--- src/rtl/prt_pkg.sv ---
package prt_pkg;

    // What an interest strobe does to the table in a given cycle.
    typedef enum logic [1:0] {
        INT_IDLE   = 2'd0,
        INT_MERGE  = 2'd1,
        INT_CREATE = 2'd2,
        INT_REJECT = 2'd3
    } int_act_e;

    // What a data strobe reports.
    typedef enum logic [1:0] {
        LK_IDLE = 2'd0,
        LK_HIT  = 2'd1,
        LK_DROP = 2'd2
    } lk_res_e;

    // Registered result of a cycle, carried to the outputs.
    typedef struct packed {
        lk_res_e lk;
        logic    full;
    } prt_flags_t;

    function automatic int_act_e classify_interest(
        input logic strobe,
        input logic live_match,
        input logic slot_free
    );
        if (!strobe)
            return INT_IDLE;
        if (live_match)
            return INT_MERGE;
        if (slot_free)
            return INT_CREATE;
        return INT_REJECT;
    endfunction

    function automatic lk_res_e classify_lookup(
        input logic strobe,
        input logic matched,
        input logic mask_nonzero
    );
        if (!strobe)
            return LK_IDLE;
        if (matched && mask_nonzero)
            return LK_HIT;
        return LK_DROP;
    endfunction

endpackage

--- src/rtl/prt_match.sv ---
module prt_match #(
    parameter int DEPTH = 16,
    parameter int KEY_W = 32
) (
    input  logic [DEPTH-1:0][KEY_W-1:0] slot_key,
    input  logic [DEPTH-1:0]            slot_valid,
    input  logic [KEY_W-1:0]            probe_key,
    output logic [DEPTH-1:0]            match
);
    for (genvar g = 0; g < DEPTH; g++) begin : g_cmp
        assign match[g] = slot_valid[g] && (slot_key[g] == probe_key);
    end
endmodule

--- src/rtl/prt_alloc.sv ---
module prt_alloc #(
    parameter int DEPTH = 16
) (
    input  logic [DEPTH-1:0] free,
    output logic [DEPTH-1:0] grant,
    output logic             any_free
);
    // Lowest free index wins.
    logic [DEPTH:0] taken;

    assign taken[0] = 1'b0;
    for (genvar g = 0; g < DEPTH; g++) begin : g_pri
        assign grant[g]   = free[g] && !taken[g];
        assign taken[g+1] = taken[g] || free[g];
    end
    assign any_free = taken[DEPTH];
endmodule

--- src/rtl/prt_entry.sv ---
module prt_entry #(
    parameter int KEY_W = 32,
    parameter int NPORT = 8
) (
    input  logic             clk,
    input  logic             rst,
    input  logic             create,
    input  logic             retire,
    input  logic             merge,
    input  logic [KEY_W-1:0] new_key,
    input  logic [NPORT-1:0] port_bit,
    output logic             valid,
    output logic [KEY_W-1:0] key,
    output logic [NPORT-1:0] mask
);
    // A create outranks a retire, so a released slot can be reused at once.
    always_ff @(posedge clk) begin
        if (rst) begin
            valid <= 1'b0;
            key   <= '0;
            mask  <= '0;
        end else if (create) begin
            valid <= 1'b1;
            key   <= new_key;
            mask  <= port_bit;
        end else if (retire) begin
            valid <= 1'b0;
            mask  <= '0;
        end else if (merge) begin
            mask  <= mask | port_bit;
        end
    end
endmodule

--- src/rtl/pend_req_table.sv ---
module pend_req_table
    import prt_pkg::*;
#(
    parameter  int DEPTH  = 16,
    parameter  int KEY_W  = 32,
    parameter  int NPORT  = 8,
    localparam int PORT_W = (NPORT > 1) ? $clog2(NPORT) : 1
) (
    input  logic              clk,
    input  logic              rst,
    input  logic              int_valid,
    input  logic [KEY_W-1:0]  int_key,
    input  logic [PORT_W-1:0] int_port,
    input  logic              data_valid,
    input  logic [KEY_W-1:0]  data_key,
    output logic              data_hit,
    output logic [NPORT-1:0]  data_mask,
    output logic              data_drop,
    output logic              table_full
);
    logic [DEPTH-1:0][KEY_W-1:0] slot_key;
    logic [DEPTH-1:0][NPORT-1:0] slot_mask;
    logic [DEPTH-1:0]            slot_valid;

    logic [DEPTH-1:0] int_match, data_match;
    logic [DEPTH-1:0] retire_vec, merge_vec, create_vec;
    logic [DEPTH-1:0] free_vec, grant_vec;
    logic             any_free;
    logic [NPORT-1:0] port_bit;
    logic [NPORT-1:0] found_mask;
    int_act_e         int_act;
    lk_res_e          lk_res;
    prt_flags_t       flags_q;
    logic [NPORT-1:0] mask_q;

    prt_match #(.DEPTH(DEPTH), .KEY_W(KEY_W)) u_int_match (
        .slot_key  (slot_key),
        .slot_valid(slot_valid),
        .probe_key (int_key),
        .match     (int_match)
    );

    prt_match #(.DEPTH(DEPTH), .KEY_W(KEY_W)) u_data_match (
        .slot_key  (slot_key),
        .slot_valid(slot_valid),
        .probe_key (data_key),
        .match     (data_match)
    );

    // Lookup against the state held before this cycle.
    assign retire_vec = data_valid ? data_match : '0;

    always_comb begin
        found_mask = '0;
        for (int i = 0; i < DEPTH; i++)
            if (retire_vec[i])
                found_mask = found_mask | slot_mask[i];
    end

    assign lk_res = classify_lookup(data_valid, |retire_vec, |found_mask);

    // Interest: a slot being released this cycle no longer counts as a match.
    always_comb begin
        port_bit = '0;
        port_bit[int_port] = 1'b1;
    end

    assign free_vec = ~slot_valid | retire_vec;

    prt_alloc #(.DEPTH(DEPTH)) u_alloc (
        .free    (free_vec),
        .grant   (grant_vec),
        .any_free(any_free)
    );

    assign int_act    = classify_interest(int_valid, |(int_match & ~retire_vec), any_free);
    assign merge_vec  = (int_act == INT_MERGE)  ? (int_match & ~retire_vec) : '0;
    assign create_vec = (int_act == INT_CREATE) ? grant_vec : '0;

    for (genvar g = 0; g < DEPTH; g++) begin : g_slot
        prt_entry #(.KEY_W(KEY_W), .NPORT(NPORT)) u_entry (
            .clk     (clk),
            .rst     (rst),
            .create  (create_vec[g]),
            .retire  (retire_vec[g]),
            .merge   (merge_vec[g]),
            .new_key (int_key),
            .port_bit(port_bit),
            .valid   (slot_valid[g]),
            .key     (slot_key[g]),
            .mask    (slot_mask[g])
        );
    end

    always_ff @(posedge clk) begin
        if (rst) begin
            flags_q <= '{lk: LK_IDLE, full: 1'b0};
            mask_q  <= '0;
        end else begin
            flags_q <= '{lk: lk_res, full: (int_act == INT_REJECT)};
            mask_q  <= (lk_res == LK_HIT) ? found_mask : '0;
        end
    end

    assign data_hit   = (flags_q.lk == LK_HIT);
    assign data_drop  = (flags_q.lk == LK_DROP);
    assign data_mask  = mask_q;
    assign table_full = flags_q.full;
endmodule

--- config.mk ---
export PLATFORM = sky130hd
export DESIGN_NAME = pend_req_table
export DESIGN_NICKNAME = d
export VERILOG_FILES = /design/src/rtl/prt_pkg.sv /design/src/rtl/prt_match.sv /design/src/rtl/prt_alloc.sv /design/src/rtl/prt_entry.sv /design/src/rtl/pend_req_table.sv
export SDC_FILE = /design/constraint.sdc
export NUM_CORES = 2
export LEC_CHECK = 0
export ABC_AREA = 0
export BUFFER_PORTS_ARGS = -buffer_cell sky130_fd_sc_hd__buf_2
export CAP_MARGIN = 0
export CORE_MARGIN = 1.5
export CORE_UTILIZATION = 40
export CTS_BUF_LIST = sky130_fd_sc_hd__clkbuf_8
export DETAILED_ROUTE_END_ITERATION = 12
export SLEW_MARGIN = 20
export SYNTH_ARGS = -nofsm -noshare
export SYNTH_HDL_FRONTEND = slang
export SYNTH_SLANG_ARGS = --single-unit
--- constraint.sdc ---
create_clock -name clk -period 4.1 [get_ports clk]
set_input_delay 0.205 -clock clk [delete_from_list [all_inputs] [get_ports clk]]
set_output_delay 0.205 -clock clk [all_outputs]
set_load 0.03 [all_outputs]
# Yosys cells after proc, flatten, opt, wreduce, memory -nomap -nowiden
# Index checks and enable logic that the tools add are counted.
# totals
regBits	667
inputBits	71
output_inout_bits	11
# classes
order_cmp	2
eq_ne	38
n_mux	118
n_bitwise	36
n_reduce_logical	115
# op_table
cell	count
32-bit == test	32
8-bit two-way mux	64
8-bit bitwise OR	31
1-bit logical AND	49
16-bit two-way mux	3
3-bit nonzero test	16
1-bit two-way mux	40
16-bit inverter	2
2-bit nonzero test	16
16-bit OR reduction	2
2-bit two-way mux	10
16-bit bitwise AND	1
16-bit bitwise OR	1
1-bit logical NOT	15
1-bit logical OR	15
8-bit OR reduction	1
2-bit by 1-bit == test with 1-bit output, second input constant	3
2-bit == test, second input constant	3
3-bit by 4-bit less-than comparator with 1-bit output, second input constant	1
1-bit demux with 3-bit select	1
3-bit by 1-bit >= comparator with 1-bit output, second input constant	1
2-bit OR reduction	1
1-bit inverter	1

# Logic depth before layout (Yosys ltp)
# depth
ltp_word	43
ltp_mapped	16
ltp_nobuf	9

# Hierarchy
# A second synthesis with hierarchy kept.
# hier_totals
hier_cells	4128
area_unflattened_um2	40486.3
# modules_own_cells
module	instances	cells_per_inst	area_each_um2	seq_area_each_um2
prt_entry	16	145	1620.3	820.8
prt_match	2	768	6309.8	0.0
pend_req_table	1	238	1711.6	220.2
prt_alloc	1	34	230.2	0.0

# Worst setup path after synthesis
# OpenSTA, ideal clock, no wires.
# synth_timing
kind	input port to flip-flop
startpoint	input data_key[13]
endpoint	register g_slot[12].u_entry.key[10]
t_arrival_ps	3134
required_ps	4028
path_slack_ps	895
path_stages	14
n_path_buf	5
path_cell_list	buf_4 xor2_1 or4_4 nor4_4 a31oi_2 a22oi_1 and4_1 buf_4 and3_1 buf_4 and3_1 buf_6 buf_12 mux2i_1
# synth_between
elab_chain_cells	27
word_cells_on_any_way	66
# synth_rtl
element	line_no	text
start: declaration	pend_req_table.sv:15	input logic [KEY_W-1:0] data_key,
32-bit == test	prt_match.sv:11	assign match[g] = slot_valid[g] && (slot_key[g] == probe_key);
1-bit logical AND	prt_match.sv:11	
16-bit two-way mux (*)	pend_req_table.sv:51	assign retire_vec = data_valid ? data_match : '0;
16-bit bitwise OR	pend_req_table.sv:68	assign free_vec = ~slot_valid | retire_vec;
1-bit logical OR (15 in series)	prt_alloc.sv:14	assign taken[g+1] = taken[g] || free[g];
1-bit two-way mux (2 in series)	prt_pkg.sv:33	if (slot_free)
1-bit two-way mux	prt_pkg.sv:31	if (live_match)
2-bit two-way mux	prt_pkg.sv:35	return INT_REJECT;
2-bit two-way mux	prt_pkg.sv:33	
2-bit two-way mux	prt_pkg.sv:31	
2-bit == test	pend_req_table.sv:78	assign create_vec = (int_act == INT_CREATE) ? grant_vec : '0;
16-bit two-way mux (*)	pend_req_table.sv:78	
end signal: assignment	prt_entry.sv:24	key <= new_key;
end: declaration	prt_entry.sv:13	output logic [KEY_W-1:0] key,
# Every way passes the cells marked *; elsewhere a longest branch is shown, timed or not. The select of a mux whose other input is x is not followed.
# A chain may end at the register's enable or synchronous reset.

# Worst setup path in the final report
# layout_timing
startpoint	register g_slot[3].u_entry.key[31]
endpoint	register g_slot[6].u_entry.mask[6]
# layout_between
elab_chain_cells	26
word_cells_on_any_way	40
# layout_rtl
element	line_no	text
start: declaration	prt_entry.sv:13	
start signal: assignment	prt_entry.sv:24	
32-bit == test	prt_match.sv:11	
1-bit logical AND	prt_match.sv:11	
16-bit two-way mux	pend_req_table.sv:51	
16-bit bitwise OR	pend_req_table.sv:68	
1-bit logical OR (13 in series)	prt_alloc.sv:14	
1-bit two-way mux (2 in series)	prt_pkg.sv:33	
1-bit two-way mux	prt_pkg.sv:31	
2-bit two-way mux	prt_pkg.sv:35	
2-bit two-way mux	prt_pkg.sv:33	
2-bit two-way mux	prt_pkg.sv:31	
2-bit by 1-bit == test with 1-bit output / 2-bit == test (equally long branches)	pend_req_table.sv:77, pend_req_table.sv:78	
16-bit two-way mux (on tied branches)	pend_req_table.sv:77, pend_req_table.sv:78	
3-bit nonzero test (no source line) / 8-bit two-way mux (equally long branches)	n/a	
end signal: assignment	prt_entry.sv:25	mask <= port_bit;
end signal: assignment	prt_entry.sv:30	mask <= mask | port_bit;
end: declaration	prt_entry.sv:14	output logic [NPORT-1:0] mask
# Several ways; a longest one is shown, not always the timed one. The select of a mux whose other input is x is not followed.

==> impl_metrics.env <==
export IMPL_status="finished, final reports clean"
export IMPL_total_power_mw=15.2
export IMPL_top_usage_layer="met2"
export IMPL_ir_worst_vdd_v=0.000230
export IMPL_timing_final_crit_share_pct=98.4
export IMPL_power_frac_seq_pct=43.1
export IMPL_met3_usage_pct=7.12
export IMPL_power_density_nw_per_um2=336
export IMPL_synthTopCellsByArea="dfxtp_1 (34%), xor2_1 (12%), xnor2_1 (11%), mux2i_1 (8.2%), nand4_1 (5.2%)"
export IMPL_fin_skew_ns=0.0426
export IMPL_die_x_um=316
export IMPL_ys_flop_type="dfxtp_1"
export IMPL_cts_buffer_depth=3
export IMPL_synth_largest_area_cell="dfxtp_1"
export IMPL_io_pins=82
export IMPL_synth_edf_count=0
export IMPL_crit_required_ns=4.78
export IMPL_drv_slew=0
export IMPL_worstMarginPinSlew_ns=1.19
export IMPL_cp_cell_sequence="xnor2_1, nand4_1, nor4_1, a31oi_1, buf_4, nand4_1, buf_4, nor3_1, nand4_1, buf_4, nand2_1, a22o_1"
export IMPL_yosys_warnings=0
export IMPL_grt_max_degree=216
export IMPL_synth_top_family_by_area="XOR/XNOR gates"
export IMPL_drtPass1Iterations=6
export IMPL_seqCellArea_um2=13400
export IMPL_end_kind="flop"
export IMPL_critPathMaxStageDelay_ns=0.88
export IMPL_synth_distinct_cells=70
export IMPL_slew_headroom_pct=20.4
export IMPL_synthMuxAreaShare_pct=8.20
export IMPL_clkTransAtPathRegs_ns=0.06
export IMPL_cp_max_fo=33
export IMPL_post_dp_cell_area_um2=42600
export IMPL_grt_total_usage_pct=33.1
export IMPL_cts_buffers=119
export IMPL_dp_hpwl_um=118000
export IMPL_met1_usage_pct=44.9
export IMPL_sw_frac_of_total_pct=29.7
export IMPL_post_cts_buffers=0
export IMPL_crit_slowest_cell="nor4_1"
export IMPL_p_switching_mw=4.53
export IMPL_ys_ff_latch=667
export IMPL_synthAdderAreaFrac_pct=0
export IMPL_clockPowerShare_pct=43.3
export IMPL_htree_levels=3
export IMPL_timing_fmax_mhz=248
export IMPL_cts_root_buf="clkbuf_8"
export IMPL_grt_pass1_wl_um=242000
export IMPL_wl_per_cell_um=28.5
export IMPL_portBuffers=81
export IMPL_yosysMostFrequentCell="dfxtp_1"
export IMPL_syn_area_um2=39100
export IMPL_synth_top_cell_area_share_pct=34.2
export IMPL_hp_class="input port to flop"
export IMPL_startpoint="g_slot[3].u_entry.key[31]"
export IMPL_wirelength_um=170000
export IMPL_vias=36500
export IMPL_multi_input_area_um2=23600
export IMPL_p_int_mw=10.7
export IMPL_setup_tns_ns=0
export IMPL_gr_total_overflow=0
export IMPL_r2r_start="g_slot[3].u_entry.key[31]"
export IMPL_period_minus_slack_ns=4.03
export IMPL_yosys_area_share_simple_pct=19.0
export IMPL_drc=0
export IMPL_power_frac_comb_pct=13.5
export IMPL_synth_common_cells="dfxtp_1 (667), xor2_1 (524), xnor2_1 (496), nor2_1 (339), nand4_1 (326)"
export IMPL_clock_sinks=667
export IMPL_utilization_pct=46.9
export IMPL_whs_ns=0.0647
export IMPL_routabilityCongestion=1.04
export IMPL_worstSkewPairLatency_ns=0.81
export IMPL_synth_xor_area_share_pct=22.9
export IMPL_hp_start="int_port[1]"
export IMPL_critPathKind="flop to flop"
export IMPL_syn_avg_cell_area_um2=8.75
export IMPL_critPathTopFamily="simple AND/OR/NAND/NOR gates"
export IMPL_start_util_pct=40.4
export IMPL_p_leak_nw=18.5
export IMPL_rsz0062_at_grt="no"
export IMPL_row_count=114
export IMPL_final_area_um2=45400
export IMPL_worstPathArrival_ns=4.71
export IMPL_synth_compound_area_share_pct=10.0
export IMPL_finalHoldViolCount=0
export IMPL_cts_tree="done"
export IMPL_die_area_um2=99500
export IMPL_die_h_um=316
export IMPL_async_reset_ff_share_pct=0
export IMPL_synthCells=4463
export IMPL_antenna_found_initial=2
export IMPL_synthesis_nets=4534
export IMPL_grt_util_met2_pct=48.5
export IMPL_drtIter0Drc=4558
export IMPL_maxCapViolCount=0
export IMPL_critPathBufInv=3
export IMPL_ys_seq_area_share_pct=34.2
export IMPL_fillers=9442
export IMPL_core_area_um2=96700
export IMPL_area_growth_pct=16.2
export IMPL_setup_viol=0
export IMPL_ant_nets=0
export IMPL_drive_gt1_share_pct=13.1
export IMPL_viasPerCell=6.11
export IMPL_fin_nets=4667
export IMPL_cp_start_kind="flop"
export IMPL_grt_pass1_vias=34100
-- flip-flops by register name, indices dropped and copies added, names as in the netlist --
signal and flops:
data_mask 8, flags_q 2, g_slot.u_entry.valid 16, table_full 1
g_slot.u_entry.key 512, g_slot.u_entry.mask 128
-- worst reg2reg max path: cells and delay by family (launching register included) --
family                 cells  cell delay, ns
flip-flops                 1            0.34
XOR/XNOR                   1            0.25
AND/OR/NAND/NOR            6            1.85
buffers and inverters      3            0.91
AO/OA/AOI/OAI              2            0.58
-- stage by stage --
step	instances	setup WS, ns
after global placement	5717	-0.0215
after global routing	5969	0.0410
after detailed placement	5717	-0.0971
after floorplan	4463	0.895
final	5969	0.0669
after CTS	5968	0.00970
-- final timing paths --
kind,end,slack [ns],depth (start not counted)
min reg2reg,g_slot[1].u_entry.mask[4],0.46,1
min,g_slot[1].u_entry.mask[0],0.06,4
max,g_slot[6].u_entry.mask[6],0.07,12
max reg2reg,g_slot[6].u_entry.mask[6],0.07,12
-- final cells by class --
type                            instances  area share (%)
Antenna cell                            1         0.00551
Sequential cell                       667            29.4
Tap cell                             1276            3.52
Multi-Input combinational cell       3299            51.9
Clock inverter                         65           0.835
Inverter                               82           0.678
Clock buffer                          152            4.61
Timing Repair Buffer                  427            9.06
-- what timing repair did --
action / 4_1_cts / 5_1_grt
endpoints found under the hold margin: 361 / 0
setup endpoints to repair: 19 / 161
hold buffers: 34 / 0
resized for setup: 2 / 3
-- metal layers --
| layer | part of all wire [%] | routed length (µm) | vias to the layer above |
|---|---|---|---|
| met1 | 41 | 68900 | 17700 |
| met3 | 11 | 18800 | 539 |
| met2 | 42 | 70800 | 2253 |
| met4 | 6.7 | 11400 | 2 |
| li1 | - | - | 16000 |
| met5 | 0.0077 | 13 | - |
-- cells in the final DEF, fill, tap and decap left out, types with 119 or more instances in the layout --
cell        n
inv_1     119
nor4_1    188
a21oi_1   211
xor2_1    523
o21ai_0   131
nor2_1    336
nand3_1   142
mux2i_1   320
clkbuf_8  152
buf_4     231
xnor2_1   496
dfxtp_1   666
nand4_1   326
-- kinds of logic (layout without fill, tap and decap cells) --
logic type	after synthesis	in the layout
other	0	1
muxes	320	320
xor gates and xnor gates	1020	1020
DFF	667	667
buffers and inverters	497	726
and+or+nand+nor	1350	1350
AOI/OAI and AO/OA	609	609
-- power by group through the flow --
stage,clock network (mW),registers [mW],logic (mW)
3_3_place_gp,0,6.71,1.96
5_1_grt,6.92,6.57,2.11
6_report,6.61,6.57,2.06
4_1_cts,6.65,6.57,1.99
3_5_place_dp,0,6.71,1.96
2_1_floorplan,0,6.70,1.11
Power figures use the tool's default switching activity.
